--- src/rtl/lfsr_bank_pkg.sv ---
package lfsr_bank_pkg;

    // Sequencer states of one generator step.
    typedef enum logic [1:0] {
        ST_IDLE       = 2'd0,
        ST_FETCH_HEAD = 2'd1,
        ST_FETCH_TAP  = 2'd2,
        ST_COMMIT     = 2'd3
    } step_state_e;

endpackage

--- src/rtl/lfsr_bank_ptr.sv ---
// Head pointer and address arithmetic for the circular stage list.
module lfsr_bank_ptr #(
    parameter int DEPTH = 31,
    parameter int TAP   = 31,
    parameter int AW    = 5
) (
    input  logic          clk,
    input  logic          rst,
    input  logic          advance,
    input  logic [AW-1:0] seed_idx,
    output logic [AW-1:0] head,
    output logic [AW-1:0] tap_addr,
    output logic [AW-1:0] new_head,
    output logic [AW-1:0] seed_phys,
    output logic          seed_in_range
);

    localparam logic [AW:0] DEPTH_W = (AW+1)'(DEPTH);
    localparam logic [AW:0] TAP_OFS = (AW+1)'(TAP - 1);
    localparam logic [AW-1:0] LAST  = AW'(DEPTH - 1);

    logic [AW-1:0] head_q;
    logic [AW:0]   tap_sum;
    logic [AW:0]   seed_sum;

    always_ff @(posedge clk) begin
        if (rst) begin
            head_q <= '0;
        end else if (advance) begin
            head_q <= new_head;
        end
    end

    always_comb begin
        new_head = (head_q == '0) ? LAST : head_q - AW'(1);

        tap_sum = {1'b0, head_q} + TAP_OFS;
        if (tap_sum >= DEPTH_W) begin
            tap_sum = tap_sum - DEPTH_W;
        end
        tap_addr = tap_sum[AW-1:0];

        seed_in_range = ({1'b0, seed_idx} < DEPTH_W);
        seed_sum = {1'b0, head_q} + {1'b0, seed_idx};
        if (seed_sum >= DEPTH_W) begin
            seed_sum = seed_sum - DEPTH_W;
        end
        seed_phys = seed_sum[AW-1:0];
    end

    assign head = head_q;

endmodule

--- src/rtl/lfsr_bank_store.sv ---
// Register-file storage of the stage list: one read port, one write port,
// plus a per-column occupancy summary.
module lfsr_bank_store #(
    parameter int DEPTH = 31,
    parameter int WIDTH = 8,
    parameter int AW    = 5
) (
    input  logic             clk,
    input  logic             rst,
    input  logic             we,
    input  logic [AW-1:0]    waddr,
    input  logic [WIDTH-1:0] wdata,
    input  logic [AW-1:0]    raddr,
    output logic [WIDTH-1:0] rdata,
    output logic [WIDTH-1:0] col_any
);

    logic [WIDTH-1:0] mem [DEPTH];

    for (genvar e = 0; e < DEPTH; e++) begin : g_entry
        always_ff @(posedge clk) begin
            if (rst) begin
                mem[e] <= '0;
            end else if (we && (waddr == AW'(e))) begin
                mem[e] <= wdata;
            end
        end
    end

    always_comb begin
        rdata = '0;
        for (int e = 0; e < DEPTH; e++) begin
            if (raddr == AW'(e)) begin
                rdata = mem[e];
            end
        end
    end

    always_comb begin
        col_any = '0;
        for (int e = 0; e < DEPTH; e++) begin
            col_any = col_any | mem[e];
        end
    end

endmodule

--- src/rtl/lfsr_bank_ctrl.sv ---
// Step sequencer: idle, fetch newest stage, fetch tap stage, commit.
module lfsr_bank_ctrl
    import lfsr_bank_pkg::*;
(
    input  logic        clk,
    input  logic        rst,
    input  logic        step_req,
    input  logic        seed_ok,
    output step_state_e state,
    output logic        busy,
    output logic        sel_tap,
    output logic        cap_a,
    output logic        cap_b,
    output logic        commit
);

    step_state_e state_q;
    step_state_e state_d;

    always_ff @(posedge clk) begin
        if (rst) begin
            state_q <= ST_IDLE;
        end else begin
            state_q <= state_d;
        end
    end

    always_comb begin
        state_d = state_q;
        unique case (state_q)
            ST_IDLE:       if (step_req && seed_ok) state_d = ST_FETCH_HEAD;
            ST_FETCH_HEAD: state_d = ST_FETCH_TAP;
            ST_FETCH_TAP:  state_d = ST_COMMIT;
            ST_COMMIT:     state_d = ST_IDLE;
            default:       state_d = ST_IDLE;
        endcase
    end

    always_comb begin
        busy    = 1'b1;
        sel_tap = 1'b0;
        cap_a   = 1'b0;
        cap_b   = 1'b0;
        commit  = 1'b0;
        unique case (state_q)
            ST_IDLE:       busy = 1'b0;
            ST_FETCH_HEAD: cap_a = 1'b1;
            ST_FETCH_TAP: begin
                sel_tap = 1'b1;
                cap_b   = 1'b1;
            end
            ST_COMMIT:     commit = 1'b1;
            default:       busy = 1'b0;
        endcase
    end

    assign state = state_q;

endmodule

--- src/rtl/lfsr_bank.sv ---
// Word-parallel bit-sliced pseudo-random generator, top level.
module lfsr_bank
    import lfsr_bank_pkg::*;
#(
    parameter int DEPTH = 31,
    parameter int WIDTH = 8,
    parameter int TAP   = 31,
    localparam int AW   = (DEPTH > 1) ? $clog2(DEPTH) : 1
) (
    input  logic             clk,
    input  logic             rst,
    input  logic             seed_we,
    input  logic [AW-1:0]    seed_addr,
    input  logic [WIDTH-1:0] seed_data,
    input  logic             step_req,
    output logic [WIDTH-1:0] out_word,
    output logic             out_valid,
    output logic             busy,
    output logic             seed_ok
);

    step_state_e      state;
    logic             sel_tap;
    logic             cap_a;
    logic             cap_b;
    logic             commit;

    logic [AW-1:0]    head_q;
    logic [AW-1:0]    tap_addr;
    logic [AW-1:0]    new_head;
    logic [AW-1:0]    seed_phys;
    logic             seed_in_range;

    logic             st_we;
    logic [AW-1:0]    st_waddr;
    logic [WIDTH-1:0] st_wdata;
    logic [AW-1:0]    st_raddr;
    logic [WIDTH-1:0] st_rdata;
    logic [WIDTH-1:0] col_any;

    logic [WIDTH-1:0] op_a_q;
    logic [WIDTH-1:0] op_b_q;
    logic [WIDTH-1:0] feedback;
    logic [WIDTH-1:0] out_word_q;
    logic             out_valid_q;
    logic             seed_take;

    lfsr_bank_ctrl u_ctrl (
        .clk      (clk),
        .rst      (rst),
        .step_req (step_req),
        .seed_ok  (seed_ok),
        .state    (state),
        .busy     (busy),
        .sel_tap  (sel_tap),
        .cap_a    (cap_a),
        .cap_b    (cap_b),
        .commit   (commit)
    );

    lfsr_bank_ptr #(
        .DEPTH (DEPTH),
        .TAP   (TAP),
        .AW    (AW)
    ) u_ptr (
        .clk           (clk),
        .rst           (rst),
        .advance       (commit),
        .seed_idx      (seed_addr),
        .head          (head_q),
        .tap_addr      (tap_addr),
        .new_head      (new_head),
        .seed_phys     (seed_phys),
        .seed_in_range (seed_in_range)
    );

    lfsr_bank_store #(
        .DEPTH (DEPTH),
        .WIDTH (WIDTH),
        .AW    (AW)
    ) u_store (
        .clk     (clk),
        .rst     (rst),
        .we      (st_we),
        .waddr   (st_waddr),
        .wdata   (st_wdata),
        .raddr   (st_raddr),
        .rdata   (st_rdata),
        .col_any (col_any)
    );

    assign feedback  = op_a_q ^ op_b_q;
    assign seed_take = seed_we && !busy && seed_in_range;
    assign st_raddr  = sel_tap ? tap_addr : head_q;

    always_comb begin
        if (commit) begin
            st_we    = 1'b1;
            st_waddr = new_head;
            st_wdata = feedback;
        end else begin
            st_we    = seed_take;
            st_waddr = seed_phys;
            st_wdata = seed_data;
        end
    end

    always_ff @(posedge clk) begin
        if (rst) begin
            op_a_q      <= '0;
            op_b_q      <= '0;
            out_word_q  <= '0;
            out_valid_q <= 1'b0;
        end else begin
            if (cap_a) op_a_q <= st_rdata;
            if (cap_b) op_b_q <= st_rdata;
            out_valid_q <= commit;
            if (commit) out_word_q <= feedback;
        end
    end

    assign seed_ok   = &col_any;
    assign out_word  = out_word_q;
    assign out_valid = out_valid_q;

endmodule

--- config.mk ---
export PLATFORM = sky130hd
export DESIGN_NAME = lfsr_bank
export DESIGN_NICKNAME = d
export VERILOG_FILES = /design/src/rtl/lfsr_bank_pkg.sv /design/src/rtl/lfsr_bank_ptr.sv /design/src/rtl/lfsr_bank_store.sv /design/src/rtl/lfsr_bank_ctrl.sv /design/src/rtl/lfsr_bank.sv
export SDC_FILE = /design/constraint.sdc
export NUM_CORES = 1
export LEC_CHECK = 0
export BUFFER_PORTS_ARGS = -buffer_cell sky130_fd_sc_hd__buf_2
export CAP_MARGIN = 20
export CELL_PAD_IN_SITES_DETAIL_PLACEMENT = 1
export CELL_PAD_IN_SITES_GLOBAL_PLACEMENT = 2
export CORE_ASPECT_RATIO = 1.1
export CORE_UTILIZATION = 43
export CTS_CLUSTER_DIAMETER = 150
export DETAILED_ROUTE_END_ITERATION = 7
export HOLD_SLACK_MARGIN = 0.08
export PLACE_DENSITY = 0.85
export SYNTH_ARGS = -nofsm -noshare
export SYNTH_HDL_FRONTEND = slang
export SYNTH_HIERARCHICAL = 1
export SYNTH_SLANG_ARGS = --single-unit
--- constraint.sdc ---
create_clock -name clk -period 4.6 [get_ports clk]
set_input_delay 0.69 -clock clk [delete_from_list [all_inputs] [get_ports clk]]
set_output_delay 0.69 -clock clk [all_outputs]
set_load 0.05 [all_outputs]
# After elaboration in Yosys (flattened, before gate mapping)
# Memories as Yosys holds them, arrays and structs flattened.
# Index checks and enable logic that the tools add are counted.
[word_totals]
n_memories = 1
output_inout_bits = 11
in_bits = 17
regBits = 32
wordCells = 350
mem_bits_rw = 248
[op_classes]
n_addsub = 5
reduce_logical = 39
n_bitwise = 62
magnitude_cmp = 3
n_eq_ne = 64
muxes = 170
[mem_list]
columns = ["name", "words", "word_bits", "read_ports", "rd_ports_with_merged_regs", "write_ports", "line_no", "rtl"]
rows = [
  ["u_store.mem", 31, 8, 31, 0, 31, "lfsr_bank_store.sv:18", "logic [WIDTH-1:0] mem [DEPTH];"],
]
[ops]
columns = ["operator", "count"]
rows = [
  ["8-bit two-way mux", 63],
  ["8-bit bitwise OR", 30],
  ["5-bit equality test, second input constant", 30],
  ["1-bit two-way mux", 100],
  ["5-bit by 4-bit equality test with 1-bit output, second input constant", 16],
  ["5-bit by 3-bit equality test with 1-bit output, second input constant", 8],
  ["1-bit logical AND", 34],
  ["1-bit bitwise OR", 31],
  ["5-bit two-way mux", 5],
  ["5-bit by 2-bit equality test with 1-bit output, second input constant", 4],
  ["5-bit zero test", 3],
  ["6-bit by 5-bit greater-or-equal comparator with 1-bit output, second input constant", 2],
  ["5-bit by 1-bit equality test with 1-bit output, second input constant", 2],
  ["5-bit subtractor, second input constant", 2],
  ["2-bit case mux with 4 select lines", 1],
  ["8-bit AND reduction", 1],
  ["8-bit XOR", 1],
  ["5-bit by 5-bit adder with 6-bit output", 1],
  ["5-bit by 5-bit adder with 6-bit output, second input constant", 1],
  ["5-bit less-than comparator, second input constant", 1],
  ["5-bit by 1-bit subtractor with 5-bit output, second input constant", 1],
  ["2-bit equality test, second input constant", 2],
  ["2-bit by 1-bit equality test with 1-bit output, second input constant", 1],
  ["2-bit zero test", 1],
  ["2 further kinds", 2],
]

# Logic depth before layout (Yosys ltp)
# Gate-level depths: netlist of the first run.
[logic_depth]
word_depth = 36
mapped_depth = 20
mapped_depth_nobuf = 16

# Hierarchy
# The synthesis of the first run kept the hierarchy.
[modules_own_cells]
columns = ["mod", "cells_each", "seq_area_each_um2", "n_inst", "area_per_inst_um2"]
rows = [
  ["lfsr_bank_store", 1232, 7447.1, 1, 13703.1],
  ["lfsr_bank", 122, 500.5, 1, 1207.4],
  ["lfsr_bank_ptr", 98, 100.1, 1, 769.5],
  ["lfsr_bank_ctrl", 18, 40.0, 1, 181.4],
]

# Worst setup path before layout of the first run
# No wires, ideal clock.
[synth_timing]
path_kind = "input port to flip-flop"
from = "input seed_addr[0]"
to = "memory u_store.mem[19][0], in the netlist u_store/mem[1][24] (enable)"
path_stages = 12
t_arrival_ns = 3.717
setup_time_ns = 0.375
required_time_ns = 4.225
path_slack_ns = 0.508
path_buffers = 2
path_cell_list = "ha_1 inv_1 fa_1 xor2_1 or3b_2 and2_1 a211o_2 mux2_2 clkbuf_1 or2_2 clkbuf_1 o21bai_1"
[synth_rtl]
columns = ["element", "line_no", "rtl"]
rows = [
  ["start: declaration", "lfsr_bank.sv:13", "input logic [AW-1:0] seed_addr,"],
  ["end: declaration", "lfsr_bank_store.sv:18", ""],
]

# Final worst setup path of the first run
[layout_timing]
from = "register u_ptr.head_q[1], in the netlist u_ptr/head[1]"
to = "register op_b_q[1]"
[layout_via]
elab_chain_len = 36
elab_cells_between_ends = 67
cone_classes = "add/sub (2); order compare (1); eq/ne (30); mux (33); reduce/logical (1)"
[layout_rtl]
columns = ["element", "line_no", "rtl"]
rows = [
  ["start: declaration", "lfsr_bank_ptr.sv:22", "logic [AW-1:0] head_q;"],
  ["start signal: assignment", "lfsr_bank_ptr.sv:30", "head_q <= new_head;"],
  ["5-bit by 5-bit adder with 6-bit output (*)", "lfsr_bank_ptr.sv:37", "tap_sum = {1'b0, head_q} + TAP_OFS;"],
  ["5-bit subtractor / 6-bit by 5-bit greater-or-equal comparator with 1-bit output (equally long branches)", "lfsr_bank_ptr.sv:39, lfsr_bank_ptr.sv:38", ""],
  ["5-bit two-way mux (*)", "lfsr_bank_ptr.sv:38", "if (tap_sum >= DEPTH_W) begin"],
  ["via tap_addr[4]", "lfsr_bank.sv:29", "logic [AW-1:0] tap_addr;"],
  ["5-bit two-way mux (*)", "lfsr_bank.sv:94", "assign st_raddr = sel_tap ? tap_addr : head_q;"],
  ["via st_raddr[4]", "lfsr_bank.sv:37", "logic [AW-1:0] st_raddr;"],
  ["5-bit zero test", "lfsr_bank_store.sv:33", "if (raddr == AW'(e)) begin"],
  ["8-bit two-way mux (30 in series)", "lfsr_bank_store.sv:33", ""],
  ["8-bit two-way mux (*)", "lfsr_bank_store.sv:33", ""],
  ["via st_rdata[1]", "lfsr_bank.sv:38", "logic [WIDTH-1:0] st_rdata;"],
  ["end signal: assignment", "lfsr_bank.sv:116", "if (cap_b) op_b_q <= st_rdata;"],
  ["end: declaration", "lfsr_bank.sv:42", "logic [WIDTH-1:0] op_b_q;"],
]
# The timed path passes the listed nets; every way through them passes the cells marked *.
# A chain may end at the register's enable or synchronous reset.

==> results.sh, run 1 <==
export IMPL_vias_per_cell=6.440
export IMPL_port_buffers=27
export IMPL_final_common_cell="and2_1"
export IMPL_cp_max_fo=23
export IMPL_slowest_stage="a2111oi_1"
export IMPL_syn_inst=1470
export IMPL_swShare_pct=40.10
export IMPL_seq_area_um2=8088
export IMPL_cts_hold_buf=0
export IMPL_seqPwrFrac_pct=32.7
export IMPL_finalCriticalPeriod_ns=4.492
export IMPL_critPathCaptureType="flop"
export IMPL_synth_edf_count=248
export IMPL_clk_latency_ns=0.59
export IMPL_cellPowerDensity_nw_per_um2=541.8
export IMPL_cap_violations=0
export IMPL_hold_class="in -> reg"
export IMPL_synth_cell_type_count=98
export IMPL_cts_buffers_inserted=31
export IMPL_worst_pin_slew_ns=1.024
export IMPL_die_y_um=203.4
export IMPL_grt_use_total_pct=34.04
export IMPL_avgSynthCellArea_um2=10.79
export IMPL_finalHoldViolations=0
export IMPL_slowest_delay_ns=0.67
export IMPL_peakVddDrop_mv=0.3975
export IMPL_cts_buffer_depth=3
export IMPL_wire_per_inst_um=30.75
export IMPL_cts_clk_slew_worst_paths_ns=0.07
export IMPL_synthesis_area_um2=15860
export IMPL_synth_compound_area_share_pct=13.76
export IMPL_cts_sinks=280
export IMPL_mostFrequentLayoutCells="and2_1 (253), edfxtp_1 (248), nor2_1 (122), buf_4 (108), a21oi_1 (65)"
export IMPL_synth_fp_nets=1504
export IMPL_rsz0062_at_grt="false"
export IMPL_r2r_start="u_ptr/head[1]"
export IMPL_fin_skew_ns=0.01456
export IMPL_start_util_pct=43.74
export IMPL_grt_pass1_wl_um=91580
export IMPL_internal_power_uw=5847
export IMPL_rr_worst_depth=17
export IMPL_yosysWarnings=6
export IMPL_p_sw_uw=3915
export IMPL_critPathKind="reg -> reg"
export IMPL_row_count=73
export IMPL_gp_congestion=1.013
export IMPL_synthArstFlopShare_pct=0
export IMPL_cts_tree="built"
export IMPL_crit_top_cell="buf_4"
export IMPL_wirelength_um=63040
export IMPL_antennaDiodeCount=0
export IMPL_start_kind="flop"
export IMPL_multi_input_area_um2=7178
export IMPL_hpwl_um=46640
export IMPL_whs_ns=0.4280
export IMPL_first_iter_violations=1477
export IMPL_overflow=0
export IMPL_drc=0
export IMPL_synth_xor_area_share_pct=0.9939
export IMPL_path_cells="inv_1 > ha_1 > nor2b_1 > mux2i_1 > o32ai_1 > a21oi_1 > mux2_2 > buf_4 > nand3b_1 > buf_4 > a21oi_1 > a2111oi_1 > buf_4 > o2111ai_1 > and3_1 > mux2i_1 > nor2_1"
export IMPL_p_leak_uw=0.006446
export IMPL_synth_simple_area_share_pct=24.04
export IMPL_holdPathEnd="u_ctrl/state[1]"
export IMPL_required_ns=5.05
export IMPL_min_from="step_req"
export IMPL_cp_data_arrival_time_ns=4.94
export IMPL_min_path_cells=3
export IMPL_drtAntennaViolNets=0
export IMPL_antenna_found_initial=2
export IMPL_final_nets=1572
export IMPL_worstReg2RegEnd="op_b_q[1]"
export IMPL_grt_max_degree=45
export IMPL_timing_setup_tns_ns=0
export IMPL_grt_pass1_vias=13270
export IMPL_synthAdderAreaFrac_pct=1.388
export IMPL_clkPwrFrac_pct=26.4
export IMPL_power_frac_comb_pct=40.9
export IMPL_maxSlewHeadroom_pct=31.57
export IMPL_status="completed"
export IMPL_report_final_slew_viol_count=0
export IMPL_rrSetupSlack_ns=0.11
export IMPL_die_area_um2=37660
export IMPL_core_area_um2=36260
export IMPL_ys_seq_area_share_pct=50.99
export IMPL_syn_to_final_growth_pct=13.59
export IMPL_drive_above_1_share_pct=17.27
export IMPL_period_share_pct=97.65
export IMPL_synth_mux_area_share_pct=4.615
export IMPL_io_pins=28
export IMPL_ys_seq_elements=280
export IMPL_fillers=3942
export IMPL_ys_flop_type="edfxtp_1"
export IMPL_vias=13200
export IMPL_synth_top_family_by_area="simple AND/OR/NAND/NOR gates"
export IMPL_root_buffer="clkbuf_16"
export IMPL_setup_viol=0
export IMPL_fp_dieW_um=185.1
export IMPL_htreeDepth=1
export IMPL_timing_fmax_ghz=0.2226
export IMPL_dr_pass1_iters=5
[layout make-up]
type | instances | share of cell area, %
Sequential cell | 280 | 44.89
Multi-Input combinational cell | 1068 | 39.84
Timing Repair Buffer | 139 | 5.694
Clock buffer | 38 | 4.507
Tap cell | 487 | 3.382
Clock inverter | 20 | 1.299
Inverter | 18 | 0.3889
[power by group through the flow]
stage / Sequential, uW / Combinational (uW) / Clock, uW
6_report: 3190 / 3990 / 2580
5_1_grt: 3200 / 4140 / 2690
4_1_cts: 3180 / 3830 / 2610
3_5_place_dp: 3230 / 3800 / 0
3_3_place_gp: 3220 / 3760 / 0
2_1_floorplan: 3170 / 2330 / 0
[cell usage after synthesis, types with 7 or more instances]
cell	number	share of area [%]
mux2_2	18	1.3
a21o_1	15	0.71
a211oi_2	9	0.71
or4_1	9	0.43
dfxtp_1	32	4.0
nand2b_1	16	0.63
xnor2_1	14	0.77
nor2_1	122	2.9
buf_6	11	0.78
nor3_1	28	0.88
nand4_1	12	0.47
buf_2	27	0.85
o21ai_0	54	1.7
a211oi_1	7	0.33
nor4_1	59	2.3
o22ai_1	12	0.47
and3_1	8	0.32
a22oi_1	9	0.43
o211ai_1	9	0.43
and2_1	253	10
ha_1	16	1.3
o221ai_1	9	0.50
edfxtp_1	248	47
clkbuf_1	46	1.1
o21bai_1	24	1.1
a31oi_1	10	0.39
nand3_1	15	0.47
nand2_1	54	1.3
o32ai_1	8	0.44
and4_1	8	0.44
nor2b_1	21	0.83
a21oi_1	73	2.3
buf_4	17	0.80
a2bb2oi_1	7	0.39
inv_1	16	0.38
mux2i_1	39	2.5
[repair_timing]
item                                    in CTS  in global routing
gates resized for setup                      0                  5
endpoints found under the setup margin       0                  5
setup buffers                                0                  0
[state kept, by name (all words and copies together), names as in the netlist]
name,flops
u_store/mem,248
op_a_q,8
op_b_q,8
out_word,8
u_ptr/head,5
u_ctrl/state,2
out_valid,1
[per-layer routing]
metal  global-route usage (%)  wire length, um  vias to the layer above
li1                         -                -                     5598
met1                    45.14            25170                     6645
met2                    55.28            29310                      769
met3                    4.125             5203                      187
met4                    16.26             3338                        2
met5                        0               18                        -
[per-stage QoR]
stage	total power, uW	cells	util (%)	area, um2	worst slack [ns]
global route	10020	2050	49.69	18020	0.004163
detailed placement	7030	1992	46.73	16950	0.1019
floorplan	5493	1470	-	15860	0.5083
CTS	9621	2050	49.62	17990	0.1155
global placement	6989	1992	46.73	16950	0.2792
finish	9762	2050	49.69	18020	0.1081
[kinds of logic after synthesis]
family / count (synthesis)
compound gates: 311
simple gates: 659
fa+ha+maj: 17
buf+inv: 122
flops: 280
mux: 63
xor+xnor: 18
[critical path: cells and delay by family (launching register included)]
| kind | cells | cell delay [ns] |
|---|---|---|
| adder cells (fa/ha/maj) | 1 | 0.34 |
| AND/OR/NAND/NOR | 4 | 0.73 |
| multiplexers | 3 | 0.82 |
| buffers and inverters | 4 | 0.90 |
| flip-flops | 1 | 0.39 |
| AO/OA/AOI/OAI | 5 | 1.17 |
[how the worst max path moves through the flow]
stage                       start  cells after the start            endpoint  slack, ns
floorplan            seed_addr[0]                     12  u_store/mem[1][24]       0.51
global placement    u_ptr/head[1]                     17           op_a_q[1]       0.28
detailed placement   seed_addr[0]                     13  u_store/mem[1][27]       0.10
CTS                 u_ptr/head[1]                     17           op_b_q[1]       0.12
global route        u_ptr/head[1]                     18           op_a_q[4]      0.004
finish              u_ptr/head[1]                     17           op_b_q[1]       0.11
(Power assumes the default switching activity.)
==> inputs of run 2 (changes only) <==
--- a/config.mk
+++ b/config.mk
@@ -5,12 +5,13 @@
 export SDC_FILE = /design/constraint.sdc
 export NUM_CORES = 1
 export LEC_CHECK = 0
+export ABC_AREA = 1
 export BUFFER_PORTS_ARGS = -buffer_cell sky130_fd_sc_hd__buf_2
 export CAP_MARGIN = 20
 export CELL_PAD_IN_SITES_DETAIL_PLACEMENT = 1
 export CELL_PAD_IN_SITES_GLOBAL_PLACEMENT = 2
 export CORE_ASPECT_RATIO = 1.1
-export CORE_UTILIZATION = 43
+export CORE_UTILIZATION = 40
 export CTS_CLUSTER_DIAMETER = 150
 export DETAILED_ROUTE_END_ITERATION = 7
 export HOLD_SLACK_MARGIN = 0.08
==> constraint.sdc (replaced) <==
create_clock -name clk -period 4.8 [get_ports clk]
set_input_delay 0.72 -clock clk [delete_from_list [all_inputs] [get_ports clk]]
set_output_delay 0.72 -clock clk [all_outputs]
set_load 0.05 [all_outputs]
==> run 2 against run 1 <==
  * Via count shrank 8.5%
  * Hold slack better by 0.037 ns
  * Register-to-register slack improved by 0.21 ns
  * First-iteration DRC count fell by 50%
  * Largest cell class unchanged
==> results.sh, run 2 <==
export IMPL_status="completed"
export IMPL_vias=12080
export IMPL_maxSlewHeadroom_pct=39.67
export IMPL_antenna_found_initial=0
export IMPL_synth_top_area_cell="edfxtp_1"
export IMPL_die_y_um=201.5
export IMPL_top_register="u_store/mem"
export IMPL_yosys_top_cells_area="edfxtp_1 (51%), nand2_1 (9.7%), nor2_1 (9.3%), dfxtp_1 (4.4%), inv_1 (4.1%)"
export IMPL_drive_above_1_share_pct=13.49
export IMPL_clk_latency_ns=0.59
export IMPL_ys_seq_elements=280
export IMPL_first_iter_violations=735
export IMPL_cp_data_arrival_time_ns=4.97
export IMPL_setup_viol=0
export IMPL_largest_register_ffs=248
export IMPL_required_ns=5.29
export IMPL_die_area_um2=36950
export IMPL_gp_congestion=0.9002
export IMPL_synth_cell_type_count=46
export IMPL_synth_fp_nets=1682
export IMPL_cts_clk_slew_worst_paths_ns=0.06
export IMPL_avgSynthCellArea_um2=8.783
export IMPL_rsz0062_at_grt="false"
export IMPL_io_pins=28
export IMPL_port_buffers=27
export IMPL_worst_pin_slew_ns=0.8967
export IMPL_grt_use_total_pct=27.00
export IMPL_finalCriticalPeriod_ns=4.480
export IMPL_timing_fmax_ghz=0.2232
export IMPL_synthArstFlopShare_pct=0
export IMPL_synth_edf_count=248
export IMPL_synthesis_area_um2=14480
export IMPL_core_area_um2=35400
export IMPL_period_share_pct=93.33
export IMPL_ys_flop_type="edfxtp_1"
export IMPL_cap_violations=0
export IMPL_root_buffer="clkbuf_16"
export IMPL_cts_sinks=280
export IMPL_overflow=0
export IMPL_syn_inst=1648
export IMPL_peakVddDrop_mv=0.3285
export IMPL_start_util_pct=40.89
export IMPL_critPathCaptureType="flop"
export IMPL_vias_per_cell=5.415
export IMPL_whs_ns=0.4652
export IMPL_crit_top_cell="nand2_1"
export IMPL_fillers=4140
export IMPL_row_count=72
export IMPL_drtAntennaViolNets=0
export IMPL_fin_skew_ns=0.02213
export IMPL_ys_seq_area_share_pct=55.87
export IMPL_synth_common_cells="nand2_1 (373), nor2_1 (357), edfxtp_1 (248), inv_1 (159), nand3_1 (90)"
export IMPL_slowest_delay_ns=0.38
export IMPL_start_kind="flop"
export IMPL_report_final_slew_viol_count=0
export IMPL_grt_pass1_wl_um=74380
export IMPL_synth_top_cell_area_share_pct=51.45
export IMPL_cts_buffer_depth=3
export IMPL_wire_per_inst_um=21.98
export IMPL_hold_class="reg -> reg"
export IMPL_wirelength_um=49040
export IMPL_grt_pass1_vias=12700
export IMPL_slowest_stage="nor2_2"
export IMPL_multi_input_area_um2=5495
export IMPL_critPathKind="reg -> reg"
export IMPL_final_nets=1761
export IMPL_antennaDiodeCount=0
export IMPL_cellPowerDensity_nw_per_um2=548.8
export IMPL_yosysMostFrequentCell="nand2_1"
export IMPL_dp_slack_ns=-0.09490
export IMPL_htreeDepth=1
export IMPL_hpwl_um=35970
export IMPL_fp_dieW_um=183.4
export IMPL_dr_pass1_iters=5
export IMPL_drc=0
export IMPL_finalHoldViolations=0
export IMPL_cts_tree="built"
export IMPL_setup_slack_ns=0.3202
export IMPL_cp_max_fo=8
export IMPL_p_leak_uw=0.006627
export IMPL_grt_max_degree=63
export IMPL_final_common_cell="nand2_1"
export IMPL_syn_to_final_growth_pct=13.97
export IMPL_yosysWarnings=6
export IMPL_mostFrequentLayoutCells="nand2_1 (372), nor2_1 (355), edfxtp_1 (248), inv_1 (157), nand3_1 (90)"
export IMPL_cts_buffers_inserted=31
export IMPL_seq_area_um2=8088
export IMPL_timing_setup_tns_ns=0
## run 2: cell count changes in the layout (fill, tap and decap cells not counted), moves of 41 or more
cell | previous run | this run
inv_1 | 16 | 157
and2_1 | 253 | 0
nand3_1 | 15 | 90
nor2_1 | 122 | 355
buf_4 | 108 | 67
nand4_1 | 12 | 67
nand2_1 | 54 | 372
## run 2: layout make-up
class | count | share of cell area (%)
clock buffer | 39 | 4.884
clock inverter | 17 | 1.115
inverter | 175 | 3.982
multi-input combinational | 1144 | 33.31
sequential | 280 | 49.03
tap | 481 | 3.648
timing repair buffer | 95 | 4.035
## run 2: path summary, 6_finish.rpt
path         slack (ns)          start  depth (start not counted)          end
max                0.32  u_ptr/head[1]                         29    op_a_q[7]
min                0.47    out_word[0]                          2  out_word[0]
max reg2reg        0.32  u_ptr/head[1]                         29    op_a_q[7]
min reg2reg        0.47    out_word[0]                          2  out_word[0]
## run 2: logic make-up (layout without fill, tap and decap cells)
group	count (synthesis)	in the layout	share of synthesized area, %
AOI/OAI and AO/OA	95	95	4.201
xor gates and xnor gates	2	2	0.1729
adders and majority gates	17	17	1.521
buffers and inverters	224	326	6.249
DFF	280	280	55.87
muxes	5	5	0.3889
and+or+nand+nor	1025	1025	31.59
## run 2: report_power, final
group,leakage [uW],internal [uW],switching [uW]
registers,0.00282,2930,146
logic,0.00332,982,2620
clock network,0.000483,1390,985
total,0.00663,5300,3750
## run 2: repair_timing
action                     CTS  global route
setup buffers                0             1
resized for setup            1             3
pin swaps                    0             1
hold buffers                 0             0
hold endpoints to repair     0             0
setup endpoints to repair   13            12
## run 2: layer usage
metal	vias up	share of wire, %	global-route usage, %
met4	0	2.7	8.810
met5	-	0	0
li1	5670	-	-
met3	64	3.7	2.950
met2	241	50	47.42
met1	6105	43	34.46
## run 2: through the flow
step | cell area, um2 | power (uW) | util, % | std cells
floorplan | 14480 | 5355 | - | 1648
detailed placement | 15460 | 6693 | 43.67 | 2173
CTS | 16450 | 9086 | 46.47 | 2229
global route | 16500 | 9541 | 46.60 | 2231
global placement | 15460 | 6603 | 43.67 | 2173
finish | 16500 | 9054 | 46.60 | 2231
## run 2: worst max-delay path: cells and delay by family (launching register included)
| kind | cells | cell delay [ns] |
|---|---|---|
| AND/OR/NAND/NOR | 22 | 2.78 |
| AO/OA/AOI/OAI | 2 | 0.39 |
| buffers and inverters | 3 | 0.37 |
| flip-flops | 1 | 0.34 |
| multiplexers | 1 | 0.31 |
| adder cells (fa/ha/maj) | 1 | 0.16 |
==> inputs of run 3 (changes only) <==
--- a/config.mk
+++ b/config.mk
@@ -5,13 +5,13 @@
 export SDC_FILE = /design/constraint.sdc
 export NUM_CORES = 1
 export LEC_CHECK = 0
-export ABC_AREA = 1
+export ABC_AREA = 0
 export BUFFER_PORTS_ARGS = -buffer_cell sky130_fd_sc_hd__buf_2
 export CAP_MARGIN = 20
 export CELL_PAD_IN_SITES_DETAIL_PLACEMENT = 1
 export CELL_PAD_IN_SITES_GLOBAL_PLACEMENT = 2
 export CORE_ASPECT_RATIO = 1.1
-export CORE_UTILIZATION = 40
+export CORE_UTILIZATION = 43
 export CTS_CLUSTER_DIAMETER = 150
 export DETAILED_ROUTE_END_ITERATION = 7
 export HOLD_SLACK_MARGIN = 0.08
==> run 3 against run 2 <==
  * Flip-flop and latch count did not move
  * First-iteration DRC count increased by 110%
  * Total power rose by 1.0%
==> results.sh, run 3 (same netlist as run 1, synthesis figures left out) <==
export IMPL_critPathKind="reg -> reg"
export IMPL_start_kind="flop"
export IMPL_maxSlewHeadroom_pct=23.95
export IMPL_drive_above_1_share_pct=16.22
export IMPL_mostFrequentLayoutCells="and2_1 (253), edfxtp_1 (248), nor2_1 (122), buf_4 (90), a21oi_1 (64)"
export IMPL_p_leak_uw=0.006331
export IMPL_status="completed"
export IMPL_die_y_um=203.4
export IMPL_antenna_found_initial=3
export IMPL_required_ns=5.31
export IMPL_cts_hold_buf=0
export IMPL_start_util_pct=43.74
export IMPL_finalCriticalPeriod_ns=4.669
export IMPL_core_area_um2=36260
export IMPL_first_iter_violations=1575
export IMPL_whs_ns=0.4746
export IMPL_cellPowerDensity_nw_per_um2=513.7
export IMPL_grt_pass1_vias=13130
export IMPL_cts_tree="built"
export IMPL_grt_max_degree=36
export IMPL_cts_buffers_inserted=30
export IMPL_htreeDepth=1
export IMPL_cp_data_arrival_time_ns=5.18
export IMPL_slowest_stage="a2111oi_4"
export IMPL_syn_to_final_growth_pct=12.27
export IMPL_top_register="u_store/mem"
export IMPL_row_count=73
export IMPL_worst_pin_slew_ns=1.138
export IMPL_cap_violations=0
export IMPL_cp_max_fo=15
export IMPL_fin_skew_ns=0.01647
export IMPL_grt_pass1_wl_um=91510
export IMPL_critPathBufInv=2
export IMPL_wirelength_um=63660
export IMPL_drtAntennaViolNets=0
export IMPL_gp_congestion=1.008
export IMPL_critPathCaptureType="flop"
export IMPL_dr_pass1_iters=5
export IMPL_report_final_slew_viol_count=0
export IMPL_root_buffer="clkbuf_16"
export IMPL_io_pins=28
export IMPL_cts_buffer_depth=3
export IMPL_timing_fmax_ghz=0.2142
export IMPL_final_common_cell="and2_1"
export IMPL_port_buffers=27
export IMPL_drc=0
export IMPL_setup_viol=0
export IMPL_vias=13050
export IMPL_vias_per_cell=6.428
export IMPL_rsz0062_at_grt="false"
export IMPL_rrSetupSlack_ns=0.13
export IMPL_peakVddDrop_mv=0.3330
export IMPL_overflow=0
export IMPL_final_nets=1551
export IMPL_critPathTopFamily="compound AO/OA/AOI/OAI gates"
export IMPL_largest_register_ffs=248
export IMPL_placed_cells=1968
export IMPL_clk_latency_ns=0.59
export IMPL_path_cells="inv_1 > ha_1 > nor2b_2 > mux2i_1 > o32ai_1 > a21oi_1 > mux2_2 > buf_4 > and4b_1 > a32oi_1 > o21ai_1 > a2111oi_4 > o31ai_4 > a21oi_2 > mux2i_1 > nor2_1"
export IMPL_finalHoldViolations=0
export IMPL_die_area_um2=37660
export IMPL_timing_setup_tns_ns=0
export IMPL_period_share_pct=97.27
export IMPL_hpwl_um=46630
export IMPL_final_cells=2030
export IMPL_crit_top_cell="mux2i_1"
export IMPL_fp_dieW_um=185.1
export IMPL_hold_class="in -> reg"
export IMPL_cts_sinks=280
export IMPL_wire_per_inst_um=31.36
export IMPL_fillers=3940
export IMPL_cts_clk_slew_worst_paths_ns=0.06
export IMPL_slowest_delay_ns=0.54
export IMPL_grt_use_total_pct=34.17
run 3: cell count changes in the layout (fill, tap and decap cells not counted), sizes merged, moves of 55 or more:
cell / delta
inv: -153
nand3: -84
nor2: -249
and2: +253
nand2: -323
nand4: -55
run 3: layer usage:
metal	vias to the layer above	GRT usage, %	part of all wire, %
met5	-	0	0
met4	0	17.15	5.8
met3	186	5.393	8.6
met2	744	54.97	46
met1	6572	44.64	39
li1	5547	-	-
run 3: where the power goes:
| group | internal, uW | leakage, uW | switching [uW] |
|---|---|---|---|
| Clock | 1350 | 0.000478 | 997 |
| Sequential | 2870 | 0.00282 | 195 |
| Combinational | 1220 | 0.00303 | 2520 |
run 3: worst paths after layout:
check | start | to | depth (start not counted)
worst max-delay path | u_ptr/head[1] | op_b_q[0] | 16
worst min-delay path | step_req | u_ctrl/state[1] | 3
worst max register to register | u_ptr/head[1] | op_b_q[0] | 16
worst min register to register | out_word[1] | out_word[1] | 2
run 3: cell type report:
class                           count  area (um2)  area share (%)
Sequential cell                   280        8088           45.42
Antenna cell                        2       5.005         0.02810
Timing Repair Buffer              118       830.8           4.665
Clock buffer                       41       812.0           4.560
Clock inverter                     15       173.9          0.9766
Multi-Input combinational cell   1069        7219           40.54
Tap cell                          487       609.3           3.422
Inverter                           18       70.07          0.3935
run 3: timing repair:
item | CTS | global route
setup endpoints to repair | 2 | 12
resized for setup | 2 | 10
pin swaps | 0 | 1
cloned | 0 | 1
hold endpoints to repair | 0 | 0
buffers inserted | 0 | 3
run 3: stage by stage:
step | util, % | instance area [um2] | power (uW) | worst slack (ns)
after floorplan | - | 15860 | 5264 | 0.6783
after global placement | 46.13 | 16730 | 6525 | 0.1333
after detailed placement | 46.13 | 16730 | 6575 | 0.05391
after CTS | 48.90 | 17730 | 8969 | 0.05892
after global routing | 49.10 | 17800 | 9402 | 0.04122
final | 49.11 | 17810 | 9148 | 0.1311
run 3: tightest hold or removal path: stages:
cell	delay, ns
buf_2	0.09
a21boi_2	0.08
mux2i_1	0.11
